File: config.mk
export PLATFORM = sky130hd
export DESIGN_NAME = event_ring_producer
export DESIGN_NICKNAME = d
export VERILOG_FILES = /design/src/rtl/evr_pkg.sv /design/src/rtl/evr_ptrs.sv /design/src/rtl/evr_fsm.sv /design/src/rtl/evr_fmt.sv /design/src/rtl/event_ring_producer.sv
export SDC_FILE = /design/constraint.sdc
export NUM_CORES = 1
export LEC_CHECK = 0
export CORE_MARGIN = 4
export CORE_UTILIZATION = 36
export DETAILED_ROUTE_END_ITERATION = 10
export HOLD_SLACK_MARGIN = 0.08
export PLACE_DENSITY = 0.8
export SYNTH_ARGS = -nofsm -noshare
export SYNTH_HDL_FRONTEND = slang
export SYNTH_SLANG_ARGS = --single-unit
File: constraint.sdc
create_clock -name clk -period 1.5 [get_ports clk]
set_input_delay 0.3 -clock clk [delete_from_list [all_inputs] [get_ports clk]]
set_output_delay 0.3 -clock clk [all_outputs]
set_load 0.03 [all_outputs]
File: src/rtl/evr_pkg.sv
// Shared types for the event ring producer.
// Assumes: fixed 32-bit record with 8-bit channel and status fields.
package evr_pkg;
    localparam int unsigned CHAN_W = 8;
    localparam int unsigned STAT_W = 8;
    localparam int unsigned REC_W  = 32;

    typedef enum logic [1:0] {
        EVK_RSVD      = 2'd0,
        EVK_XFER_DONE = 2'd1,
        EVK_CMD_DONE  = 2'd2,
        EVK_STATE_CHG = 2'd3
    } ev_kind_e;

    typedef struct packed {
        ev_kind_e            kind;
        logic [CHAN_W-1:0]   chan;
        logic [STAT_W-1:0]   status;
    } ev_rec_t;

    typedef enum logic [1:0] {
        SEQ_IDLE   = 2'd0,
        SEQ_WRITE  = 2'd1,
        SEQ_NOTIFY = 2'd2
    } seq_state_e;

    // Lay a captured request out as the 32-bit ring record.
    function automatic logic [REC_W-1:0] pack_rec(input ev_rec_t r);
        return {8'h00, 6'b0, r.kind, r.chan, r.status};
    endfunction
endpackage

File: src/rtl/evr_ptrs.sv
// Ring pointer pair for the event ring.
// The device pointer rp names the next slot to fill and moves on each
// acknowledged record. The host pointer wp is loaded by the host.
// Full means rp == wp. Reset gives rp = wp + 1, which is the empty ring.
// Assumes DEPTH >= 2 and that the host never loads wp == rp while a
// record is in flight.
module evr_ptrs #(
    parameter int unsigned DEPTH = 8,
    parameter int unsigned PTR_W = $clog2(DEPTH)
) (
    input  logic             clk,
    input  logic             rst_n,
    input  logic             adv,
    input  logic             host_we,
    input  logic [PTR_W-1:0] host_wp,
    output logic [PTR_W-1:0] rp,
    output logic             full
);
    localparam logic [PTR_W-1:0] LAST = PTR_W'(DEPTH - 1);

    logic [PTR_W-1:0] rp_q;
    logic [PTR_W-1:0] wp_q;

    // Device pointer: step modulo ring length on each acknowledged record.
    always_ff @(posedge clk) begin
        if (!rst_n)
            rp_q <= PTR_W'(1);
        else if (adv)
            rp_q <= (rp_q == LAST) ? '0 : rp_q + 1'b1;
    end

    // Host pointer: loaded by the host to hand slots back.
    always_ff @(posedge clk) begin
        if (!rst_n)
            wp_q <= '0;
        else if (host_we)
            wp_q <= host_wp;
    end

    assign rp   = rp_q;
    assign full = (rp_q == wp_q);


    rp_wrap_chk: assert property (@(posedge clk) disable iff (!rst_n)
        (adv && rp_q == LAST) |=> (rp_q == '0));

    rp_step_chk: assert property (@(posedge clk) disable iff (!rst_n)
        (adv && rp_q != LAST) |=> (rp_q == $past(rp_q) + 1'b1));

    rp_hold_chk: assert property (@(posedge clk) disable iff (!rst_n)
        !adv |=> $stable(rp_q));

    no_overflow_chk: assert property (@(posedge clk) disable iff (!rst_n)
        adv |-> !full);
endmodule

File: src/rtl/evr_fsm.sv
// Posting sequencer: takes one request, holds the memory write until it
// is acknowledged, then gives one interrupt cycle before taking the next.
// Assumes mw_ack is only meaningful while mw_req is high.
module evr_fsm
    import evr_pkg::*;
(
    input  logic              clk,
    input  logic              rst_n,
    input  logic              ev_valid,
    input  logic [1:0]        ev_kind,
    input  logic [CHAN_W-1:0] ev_chan,
    input  logic [STAT_W-1:0] ev_status,
    input  logic              full,
    input  logic              mw_ack,
    output logic              ev_ready,
    output logic              mw_req,
    output logic              adv,
    output logic              irq,
    output ev_rec_t           rec
);
    seq_state_e state_q;
    ev_rec_t    rec_q;

    // Sequence through accept, write and notify; capture the request on accept.
    always_ff @(posedge clk) begin
        if (!rst_n) begin
            state_q <= SEQ_IDLE;
            rec_q   <= '0;
        end else begin
            case (state_q)
                SEQ_IDLE: if (ev_valid && ev_ready) begin
                    rec_q   <= '{kind: ev_kind_e'(ev_kind), chan: ev_chan, status: ev_status};
                    state_q <= SEQ_WRITE;
                end
                SEQ_WRITE: if (mw_ack) state_q <= SEQ_NOTIFY;
                SEQ_NOTIFY: state_q <= SEQ_IDLE;
                default: state_q <= SEQ_IDLE;
            endcase
        end
    end

    assign ev_ready = (state_q == SEQ_IDLE) && !full;
    assign mw_req   = (state_q == SEQ_WRITE);
    assign adv      = mw_req && mw_ack;
    assign irq      = (state_q == SEQ_NOTIFY);
    assign rec      = rec_q;


    req_hold_chk: assert property (@(posedge clk) disable iff (!rst_n)
        (mw_req && !mw_ack) |=> (mw_req && $stable(rec_q)));

    irq_after_ack_chk: assert property (@(posedge clk) disable iff (!rst_n)
        irq |-> $past(mw_req && mw_ack));

    irq_pulse_chk: assert property (@(posedge clk) disable iff (!rst_n)
        irq |=> !irq);

    busy_ready_chk: assert property (@(posedge clk) disable iff (!rst_n)
        (mw_req || irq) |-> !ev_ready);
endmodule

File: src/rtl/evr_fmt.sv
// Record formatter: turns the captured request and the device pointer
// into the host address and data of the ring write.
// Assumes BASE_ADDR is aligned to the record size.
module evr_fmt
    import evr_pkg::*;
#(
    parameter int unsigned          PTR_W      = 3,
    parameter int unsigned          ADDR_W     = 32,
    parameter int unsigned          ELEM_BYTES = 4,
    parameter logic [ADDR_W-1:0]    BASE_ADDR  = 'h1000
) (
    input  ev_rec_t           rec,
    input  logic [PTR_W-1:0]  rp,
    output logic [ADDR_W-1:0] addr,
    output logic [REC_W-1:0]  data
);
    // Slot address and record layout.
    always_comb begin
        addr = BASE_ADDR + ADDR_W'(rp) * ADDR_W'(ELEM_BYTES);
        data = pack_rec(rec);
    end
endmodule

File: src/rtl/event_ring_producer.sv
// Event ring producer: posts event records into a host-resident ring,
// advances the device pointer on write acknowledge, then pulses irq.
// Assumes the host memory write port completes each request with mw_ack.
module event_ring_producer
    import evr_pkg::*;
#(
    parameter int unsigned       RING_DEPTH = 8,
    parameter int unsigned       ADDR_W     = 32,
    parameter logic [ADDR_W-1:0] BASE_ADDR  = 'h1000,
    parameter int unsigned       PTR_W      = $clog2(RING_DEPTH)
) (
    input  logic              clk,
    input  logic              rst_n,
    input  logic              ev_valid,
    input  logic [1:0]        ev_kind,
    input  logic [7:0]        ev_chan,
    input  logic [7:0]        ev_status,
    output logic              ev_ready,
    output logic              mw_req,
    output logic [ADDR_W-1:0] mw_addr,
    output logic [31:0]       mw_data,
    input  logic              mw_ack,
    input  logic              host_wp_we,
    input  logic [PTR_W-1:0]  host_wp,
    output logic              irq
);
    localparam int unsigned ELEM_BYTES = REC_W / 8;

    logic             adv;
    logic             full;
    logic [PTR_W-1:0] rp;
    ev_rec_t          rec;

    evr_ptrs #(.DEPTH(RING_DEPTH), .PTR_W(PTR_W)) u_ptrs (
        .clk(clk), .rst_n(rst_n), .adv(adv), .host_we(host_wp_we),
        .host_wp(host_wp), .rp(rp), .full(full)
    );

    evr_fsm u_fsm (
        .clk(clk), .rst_n(rst_n), .ev_valid(ev_valid), .ev_kind(ev_kind),
        .ev_chan(ev_chan), .ev_status(ev_status), .full(full), .mw_ack(mw_ack),
        .ev_ready(ev_ready), .mw_req(mw_req), .adv(adv), .irq(irq), .rec(rec)
    );

    evr_fmt #(.PTR_W(PTR_W), .ADDR_W(ADDR_W), .ELEM_BYTES(ELEM_BYTES),
              .BASE_ADDR(BASE_ADDR)) u_fmt (
        .rec(rec), .rp(rp), .addr(mw_addr), .data(mw_data)
    );


    wr_stable_chk: assert property (@(posedge clk) disable iff (!rst_n)
        (mw_req && !mw_ack) |=> ($stable(mw_addr) && $stable(mw_data)));

    full_block_chk: assert property (@(posedge clk) disable iff (!rst_n)
        (full && !mw_req && !irq) |=> !mw_req);
endmodule

==> impl_metrics.toml, run 1 <==
[sta]
finalHoldViolations = 0
finalCritPeriodShare_pct = 104.6
min_period_ns = 1.569
slew_viol_final = 0
setup_viol = 1
layout_setup_ws_ns = -0.06888
tns_ns = -0.06888
fmax_mhz = 637.4
rsz0062_at_grt = "yes"
finClkSkew_ns = 0.001021

[synthesis]
syn_inst = 161
ys_warn_count = 0
synth.avg_cell_area_um2 = 9.015
ys_seq_area_share_pct = 35.86
netlist_area_um2 = 1451
synth-seq-cells = 26
ys_types = 25

[floorplanning]
std_cell_rows = 22
die_w_um = 71.50
design.core.area_um2 = 3771
dieArea_um2 = 5112
fp.dieH_um = 71.50
start_util_pct = 38.49
ioPinCount = 93

[status]
failed_checks = "negative setup slack"
outcome = "finished, violations left"

[finish]
num_antenna_cells = 0
area.growth.synth_to_final_pct = 30.34
fill_cells = 384
mostFrequentLayoutCell = "conb_1"
drive_gt1_share_pct = 11.11
finalNetCount = 246
final_cell_mix = "conb_1, nand2_1, clkdlybuf4s50_1"

[drt]
first_iter_violations = 16
drc_errors = 0
postRouteAntennaNets = 0
vias = 1061
drt_pass1_iterations = 4
vias_per_cell = 4.019
wl_per_cell_um = 10.30
routed_wl_um = 2718

[cts]
ctsLongestPathBuffers = 2
clkLatencyLatePin_ns = 0.26
cts_sinks = 26
htree_levels = 1
cts-root-buf = "clkbuf_8"
numCtsBuffers = 3
cts_tree = "yes"
clk_pin_slew_ns = 0.08

[power]
p_leak_uw = 0.0009491
vdd_drop_max_v = 0.0003362
p_per_area_nw_per_um2 = 927.4

[global_route]
grt_max_degree = 33
grt_overflow_total = 0
grt_pass1_vias = 897
grt_use_total_pct = 9.706
grt_pass1_wl_um = 4043
antenna_found_initial = 0

[flow_run]
drv_cap = 0

[placed_design]
dp_slack_ns = -0.2227
dp_hpwl_um = 2191
place.gp.congestion = 0.7840
portBuffers = 49

[hold_path]
hp-class = "flop to flop"

[worst_setup_path]
critPathLaunchType = "flop"
end_kind = "output pin"
path_class = "flop to output pin"
cp_max_fo = 3
worstPathArrival_ns = 1.27
cp_data_required_time_ns = 1.20
## per-layer routing
metal	part of all wire, %	track usage (%)
met5	0	0
met2	48	16.33
met3	11	2.945
met1	41	12.05
met4	0.33	2.505
## stage by stage
| step | utilization [%] | total power, uW | hold WS [ns] | cell area [um^2] | instances |
|---|---|---|---|---|---|
| 2_1_floorplan | - | 1302 | 0.4421 | 1609 | 202 |
| 5_1_grt | 50.17 | 1852 | 0.4768 | 1892 | 264 |
| 3_5_place_dp | 49.50 | 1430 | 0.4475 | 1867 | 261 |
| 4_1_cts | 49.93 | 1775 | 0.4589 | 1883 | 264 |
| 6_report | 50.17 | 1754 | 0.4537 | 1892 | 264 |
| 3_3_place_gp | 49.50 | 1424 | 0.4417 | 1867 | 261 |
## final cells by class
| cell class | instances | area, um^2 | area share [%] |
|---|---|---|---|
| inverter | 2 | 7.507 | 0.3968 |
| multi-input combinational | 125 | 690.7 | 36.51 |
| clock buffer | 3 | 41.29 | 2.183 |
| tap | 48 | 60.06 | 3.175 |
| timing repair buffer | 60 | 568.0 | 30.03 |
| sequential | 26 | 524.3 | 27.71 |
## cells in the mapped netlist
library cell / instances / area [um^2]
mux2i_1: 22 / 220.2
dlygate4sd1_1: 1 / 8.760
a211o_1: 1 / 8.760
nand3b_1: 1 / 7.510
clkbuf_8: 2 / 27.53
or3b_2: 1 / 8.760
a21oi_1: 1 / 5.000
inv_1: 2 / 7.510
nand2b_1: 1 / 6.260
o311a_1: 1 / 10.01
buf_4: 43 / 322.8
dfxtp_1: 26 / 520.5
nand2_1: 37 / 138.9
conb_1: 2 / 7.510
nor3_1: 1 / 5.000
nor2_1: 7 / 26.28
o31a_2: 1 / 10.01
ha_1: 2 / 25.02
buf_6: 1 / 11.26
buf_12: 1 / 20.02
nor2b_1: 1 / 6.260
o311ai_0: 1 / 8.760
a211oi_1: 1 / 7.510
buf_2: 1 / 5.000
xor2_1: 3 / 26.28
## timing repair
item	CTS	global route
setup buffers	0	0
setup endpoints to repair	23	2
pin swaps	1	2
resized for setup	24	8
hold buffers	0	0
## power by group
group          switching, uW  internal (uW)
clock network            191            179
registers               25.4            746
logic                    390            223
total                    606           1150
## sequential cells by signal, summed over array words and instances (netlist names)
signal and cells:
u_ptrs.rp 3, u_fsm.rec 18, u_ptrs.wp_q 3, u_fsm.state_q 2
## kinds of logic (layout without fill, tap and decap cells)
kind of cell | Yosys count | after routing | share of synthesized area, %
muxes | 22 | 22 | 15.17
buffers and inverters | 51 | 65 | 27.76
AOI/OAI and AO/OA | 6 | 6 | 3.448
xor gates and xnor gates | 3 | 3 | 1.811
adders and majority gates | 2 | 2 | 1.724
and+or+nand+nor | 49 | 49 | 13.71
DFF | 26 | 26 | 35.86
other | 2 | 43 | 0.5174
## worst max-delay path, cell delays in order (launching register included)
cell and delay (ns):
dfxtp_2 0.33, xor2_1 0.18, o31a_2 0.37, buf_6 0.14
## final timing paths
| check | startpoint | end | slack (ns) | cells past startpoint |
|---|---|---|---|---|
| worst min register to register | u_fsm.rec[6] | u_fsm.rec[6] | 0.45 | 2 |
| worst max register to register | u_ptrs.rp[0] | u_ptrs.rp[1] | 0.08 | 5 |
| worst max-delay path | u_ptrs.rp[0] | ev_ready | -0.07 | 3 |
| worst min-delay path | u_fsm.rec[6] | u_fsm.rec[6] | 0.45 | 2 |
(Power assumes the default switching activity.)
==> inputs of run 2 (changes only) <==
--- a/config.mk
+++ b/config.mk
@@ -8,6 +8,7 @@
 export CORE_MARGIN = 4
 export CORE_UTILIZATION = 36
 export DETAILED_ROUTE_END_ITERATION = 10
+export GPL_ROUTABILITY_DRIVEN = 0
 export HOLD_SLACK_MARGIN = 0.08
 export PLACE_DENSITY = 0.8
 export SYNTH_ARGS = -nofsm -noshare
==> constraint.sdc (replaced) <==
create_clock -name clk -period 1.5 [get_ports clk]
set_input_delay 0.3 -clock clk [delete_from_list [all_inputs] [get_ports clk]]
set_output_delay 0.3 -clock clk [all_outputs]
set_load 0.1 [all_outputs]
==> impl_metrics.toml, run 2 (synthesized netlist as in run 1, its figures left out) <==
[hold_path]
min_to = "u_fsm.rec[4]"
hp-start = "u_fsm.rec[4]"
whs_path_depth = 2
hp-class = "flop to flop"

[floorplanning]
ioPinCount = 93
die_w_um = 71.50
fp.dieH_um = 71.50
dieArea_um2 = 5112
start_util_pct = 38.49
std_cell_rows = 22
design.core.area_um2 = 3771

[global_route]
grt_pass1_wl_um = 4519
grt_overflow_total = 0
grt_max_degree = 33
grt_use_total_pct = 11.00
antenna_found_initial = 0
grt_pass1_vias = 971

[drt]
drt_pass1_iterations = 4
first_iter_violations = 43
postRouteAntennaNets = 0
vias = 1062
vias_per_cell = 4.038
wl_per_cell_um = 11.24
routed_wl_um = 2956
drc_errors = 0

[cts]
ctsLongestPathBuffers = 2
numCtsBuffers = 3
clk_pin_slew_ns = 0.09
cts_tree = "yes"
cts_sinks = 26
hold_buffers = 0
htree_levels = 1
cts-root-buf = "clkbuf_8"
clkLatencyLatePin_ns = 0.27

[worst_setup_path]
crit_slowest_cell = "o31a_4"
cp_data_required_time_ns = 1.20
slowest_delay_ns = 0.36
r2r_setup_slack_ns = 0.05
reg2reg_from = "u_ptrs.rp[1]"
path_class = "flop to output pin"
regToRegEndpoint = "u_ptrs.rp[1]"
path_cells = "xor2_2, o31a_4, buf_12"
worstPathArrival_ns = 1.33
end_kind = "output pin"
startpoint = "u_ptrs.wp_q[0]"
critPathLaunchType = "flop"
reg2reg_depth = 5
cp_max_fo = 2

[sta]
setup_viol = 1
layout_setup_ws_ns = -0.1298
finalHoldViolations = 0
min_period_ns = 1.630
tns_ns = -0.1298
slew_viol_final = 0
rsz0062_at_grt = "yes"
finClkSkew_ns = 0.007827
finalCritPeriodShare_pct = 108.7
fmax_mhz = 613.6

[finish]
drive_gt1_share_pct = 24.19
largest_reg_flops = 18
num_antenna_cells = 0
mostFrequentLayoutCell = "conb_1"
finalNetCount = 244
area.growth.synth_to_final_pct = 53.45
final_cell_mix = "conb_1, nand2_1, buf_12"
stdcell_count = 263
final_util_pct = 59.06

[power]
p_int_uw = 1478
p_per_area_nw_per_um2 = 1242
pwr-share-clk_pct = 20.6
seqPwrFrac_pct = 29.0
p_leak_uw = 0.001001
comb_power_share_pct = 50.3
p_sw_share_pct = 46.56
netSwitchingPower_uw = 1288
vdd_drop_max_v = 0.0007486

[placed_design]
dp_slack_ns = -0.02342
portBuffers = 49
post-place-cells = 255
dp_hpwl_um = 2371

[flow_run]
drv_cap = 0

[status]
failed_checks = "negative setup slack"
outcome = "finished, violations left"
==> run 2: cell count changes in the layout (fill, tap and decap cells not counted), sizes merged <==
cell         before  now
bufinv            0    1
dlygate4sd2      21    0
buf              14   33
==> run 2: how the worst max path moves through the flow <==
| stage | endpoint | depth (start not counted) | slack [ns] |
|---|---|---|---|
| 4_1_cts | ev_ready | 3 | -0.14 |
| 5_1_grt | ev_ready | 3 | -0.17 |
| 3_5_place_dp | u_ptrs.rp[1] | 4 | -0.02 |
| 2_1_floorplan | u_fsm.rec[0] | 5 | -0.05 |
| 6_report | ev_ready | 3 | -0.13 |
| 3_3_place_gp | u_ptrs.rp[1] | 4 | -0.01 |
==> run 2: power by group through the flow <==
stage | Combinational [uW] | Clock [uW] | Sequential (uW)
after floorplan | 799 | 0 | 1130
after global placement | 1370 | 0 | 818
after detailed placement | 1370 | 0 | 821
after CTS | 1390 | 592 | 802
after global routing | 1430 | 624 | 810
final | 1390 | 571 | 803
==> run 2: what timing repair did <==
action	4_1_cts	5_1_grt
hold endpoints to repair	0	0
gates cloned	0	0
buffers inserted	4	0
gates resized for setup	4	4
pin swaps	3	1
setup endpoints to repair	1	4
==> run 2: critical path: cells and delay by family (launching register included) <==
family,cells,cell delay [ns]
compound gates,1,0.36
flops,1,0.35
xor+xnor,1,0.18
buf+inv,1,0.17
==> run 2: per-stage QoR <==
step | total power, uW | hold WS, ns | instance area, um^2
finish | 2766 | 0.4972 | 2227
global route | 2867 | 0.5205 | 2227
CTS | 2784 | 0.5029 | 2212
detailed placement | 2192 | 0.4865 | 2097
global placement | 2183 | 0.4792 | 2097
floorplan | 1927 | 0.4421 | 1639
==> run 2: layout make-up <==
class                   count  area, um^2
flip-flops and latches     26       535.5
clock inverters             1       30.03
inverters                   2       7.507
fillers                   314        1544
multi-input cells         125       725.7
repair buffers             58       827.0
well taps                  48       60.06
clock buffers               3       41.29
==> run 2: per-layer routing <==
layer / global-route usage, % / wire length, um
met1: 12.09 / 1043
met4: 1.253 / 6
met2: 20.10 / 1588
met5: 0 / 0
met3: 4.769 / 319
==> inputs of run 3 (changes only) <==
--- a/config.mk
+++ b/config.mk
@@ -6,11 +6,12 @@
 export NUM_CORES = 1
 export LEC_CHECK = 0
 export CORE_MARGIN = 4
-export CORE_UTILIZATION = 36
+export CORE_UTILIZATION = 39
 export DETAILED_ROUTE_END_ITERATION = 10
 export GPL_ROUTABILITY_DRIVEN = 0
+export GPL_TIMING_DRIVEN = 0
 export HOLD_SLACK_MARGIN = 0.08
-export PLACE_DENSITY = 0.8
+export PLACE_DENSITY = 0.85
 export SYNTH_ARGS = -nofsm -noshare
 export SYNTH_HDL_FRONTEND = slang
 export SYNTH_SLANG_ARGS = --single-unit
==> constraint.sdc (replaced) <==
create_clock -name clk -period 2 [get_ports clk]
set_input_delay 0.4 -clock clk [delete_from_list [all_inputs] [get_ports clk]]
set_output_delay 0.4 -clock clk [all_outputs]
set_load 0.1 [all_outputs]
==> impl_metrics.toml, run 3 (synthesized netlist as in run 1, its figures left out) <==
[worst_setup_path]
critPathLaunchType = "flop"
path_cells = "dlygate4sd2_1"
cp_top_family = "buffers and inverters"
cp_max_fo = 5
crit_slowest_cell = "dlygate4sd2_1"
worstPathArrival_ns = 1.50
worst-path-buf-inv = 1
slowest_delay_ns = 0.86
path_class = "flop to output pin"
cp_data_required_time_ns = 1.60
end_kind = "output pin"

[drt]
drt_pass1_iterations = 4
routed_wl_um = 2998
vias = 1181
postRouteAntennaNets = 0
wl_per_cell_um = 9.993
drc_errors = 0
first_iter_violations = 31
vias_per_cell = 3.937

[hold_path]
hp-class = "flop to flop"

[placed_design]
dp_slack_ns = -0.2819
dpl_cell_area_um2 = 2152
dp_hpwl_um = 2531
portBuffers = 48

[cts]
clkLatencyLatePin_ns = 0.26
clk_pin_slew_ns = 0.08
numCtsBuffers = 3
htree_levels = 1
post_cts_buffers = 0
cts-root-buf = "clkbuf_8"
ctsLongestPathBuffers = 2
cts_sinks = 26
hold_buffers = 0
cts_tree = "yes"

[power]
comb_power_share_pct = 51.5
seqPwrFrac_pct = 31.1
p_sw_share_pct = 49.74
vdd_drop_max_v = 0.0004881
pwr-share-clk_pct = 17.4
p_int_uw = 945.2
p_per_area_nw_per_um2 = 863.4
p_leak_uw = 0.001158
netSwitchingPower_uw = 935.5

[global_route]
grt_use_total_pct = 12.44
antenna_found_initial = 0
grt_pass1_vias = 1118
grt_max_degree = 15
grt_overflow_total = 0
grt_pass1_wl_um = 4947

[finish]
finalNetCount = 283
regArea_um2 = 524.3
largest_reg_flops = 18
area.growth.synth_to_final_pct = 50.09
final_cell_mix = "buf_4, conb_1, nand2_1"
num_antenna_cells = 0
fill_cells = 329
final_area_um2 = 2178
drive_gt1_share_pct = 24.41
multi_input_area_um2 = 686.9

[sta]
rsz0062_at_grt = "no"
setup_viol = 0
min_period_ns = 1.904
fmax_mhz = 525.1
tns_ns = 0
max_slew.worst_pin.slew_ns = 0.9707
finalHoldViolations = 0
finClkSkew_ns = 0.002089
layout_setup_ws_ns = 0.09566
slew_headroom_pct = 35.54
slew_viol_final = 0
finalCritPeriodShare_pct = 95.22

[floorplanning]
design.core.area_um2 = 3468
die_w_um = 69.01
std_cell_rows = 21
ioPinCount = 93
dieArea_um2 = 4762
start_util_pct = 41.85
fp.dieH_um = 69.01

[status]
outcome = "completed"

[flow_run]
drv_cap = 0
[run 3: final timing paths]
check                             startpoint            end  slack, ns  cells after the start
worst max-delay path            u_ptrs.rp[0]     mw_addr[2]        0.1                      1
worst min register to register  u_fsm.rec[7]   u_fsm.rec[7]       0.46                      2
worst max register to register  u_ptrs.rp[2]  u_fsm.rec[14]       0.56                      5
worst min-delay path            u_fsm.rec[7]   u_fsm.rec[7]       0.46                      2
[run 3: final cells by class]
type	instances	area share, %
Buffer	49	18.15
Multi-Input combinational cell	125	31.53
Tap cell	46	2.642
Clock buffer	4	2.527
Timing Repair Buffer	48	20.74
Inverter	2	0.3446
Sequential cell	26	24.07
[run 3: what timing repair did]
action,4_1_cts,5_1_grt
gates resized for setup,30,2
hold endpoints to repair,0,0
endpoints found under the setup margin,24,1
cloned,0,0
[run 3: metal layers]
layer / vias up / global-route usage [%] / share of wire, %
li1: 613 / - / -
met1: 515 / 11.77 / 35
met2: 51 / 24.58 / 54
met3: 2 / 5.087 / 11
met4: 0 / 2.603 / 0.57
met5: - / 0 / 0
[run 3: through the flow]
step	utilization [%]	power [uW]	hold WS [ns]	instances
after floorplan	-	1442	0.4711	202
after global placement	62.05	1589	0.4416	296
after detailed placement	62.05	1595	0.4495	296
after CTS	62.99	1901	0.4612	300
after global routing	62.81	1955	0.4770	300
final	62.81	1881	0.4566	300
[run 3: power groups by stage]
stage | clock (uW) | combinational [uW] | sequential (uW)
finish | 328 | 968 | 585
global route | 362 | 1000 | 591
CTS | 344 | 972 | 585
detailed placement | 0 | 997 | 598
global placement | 0 | 993 | 596
floorplan | 0 | 594 | 848
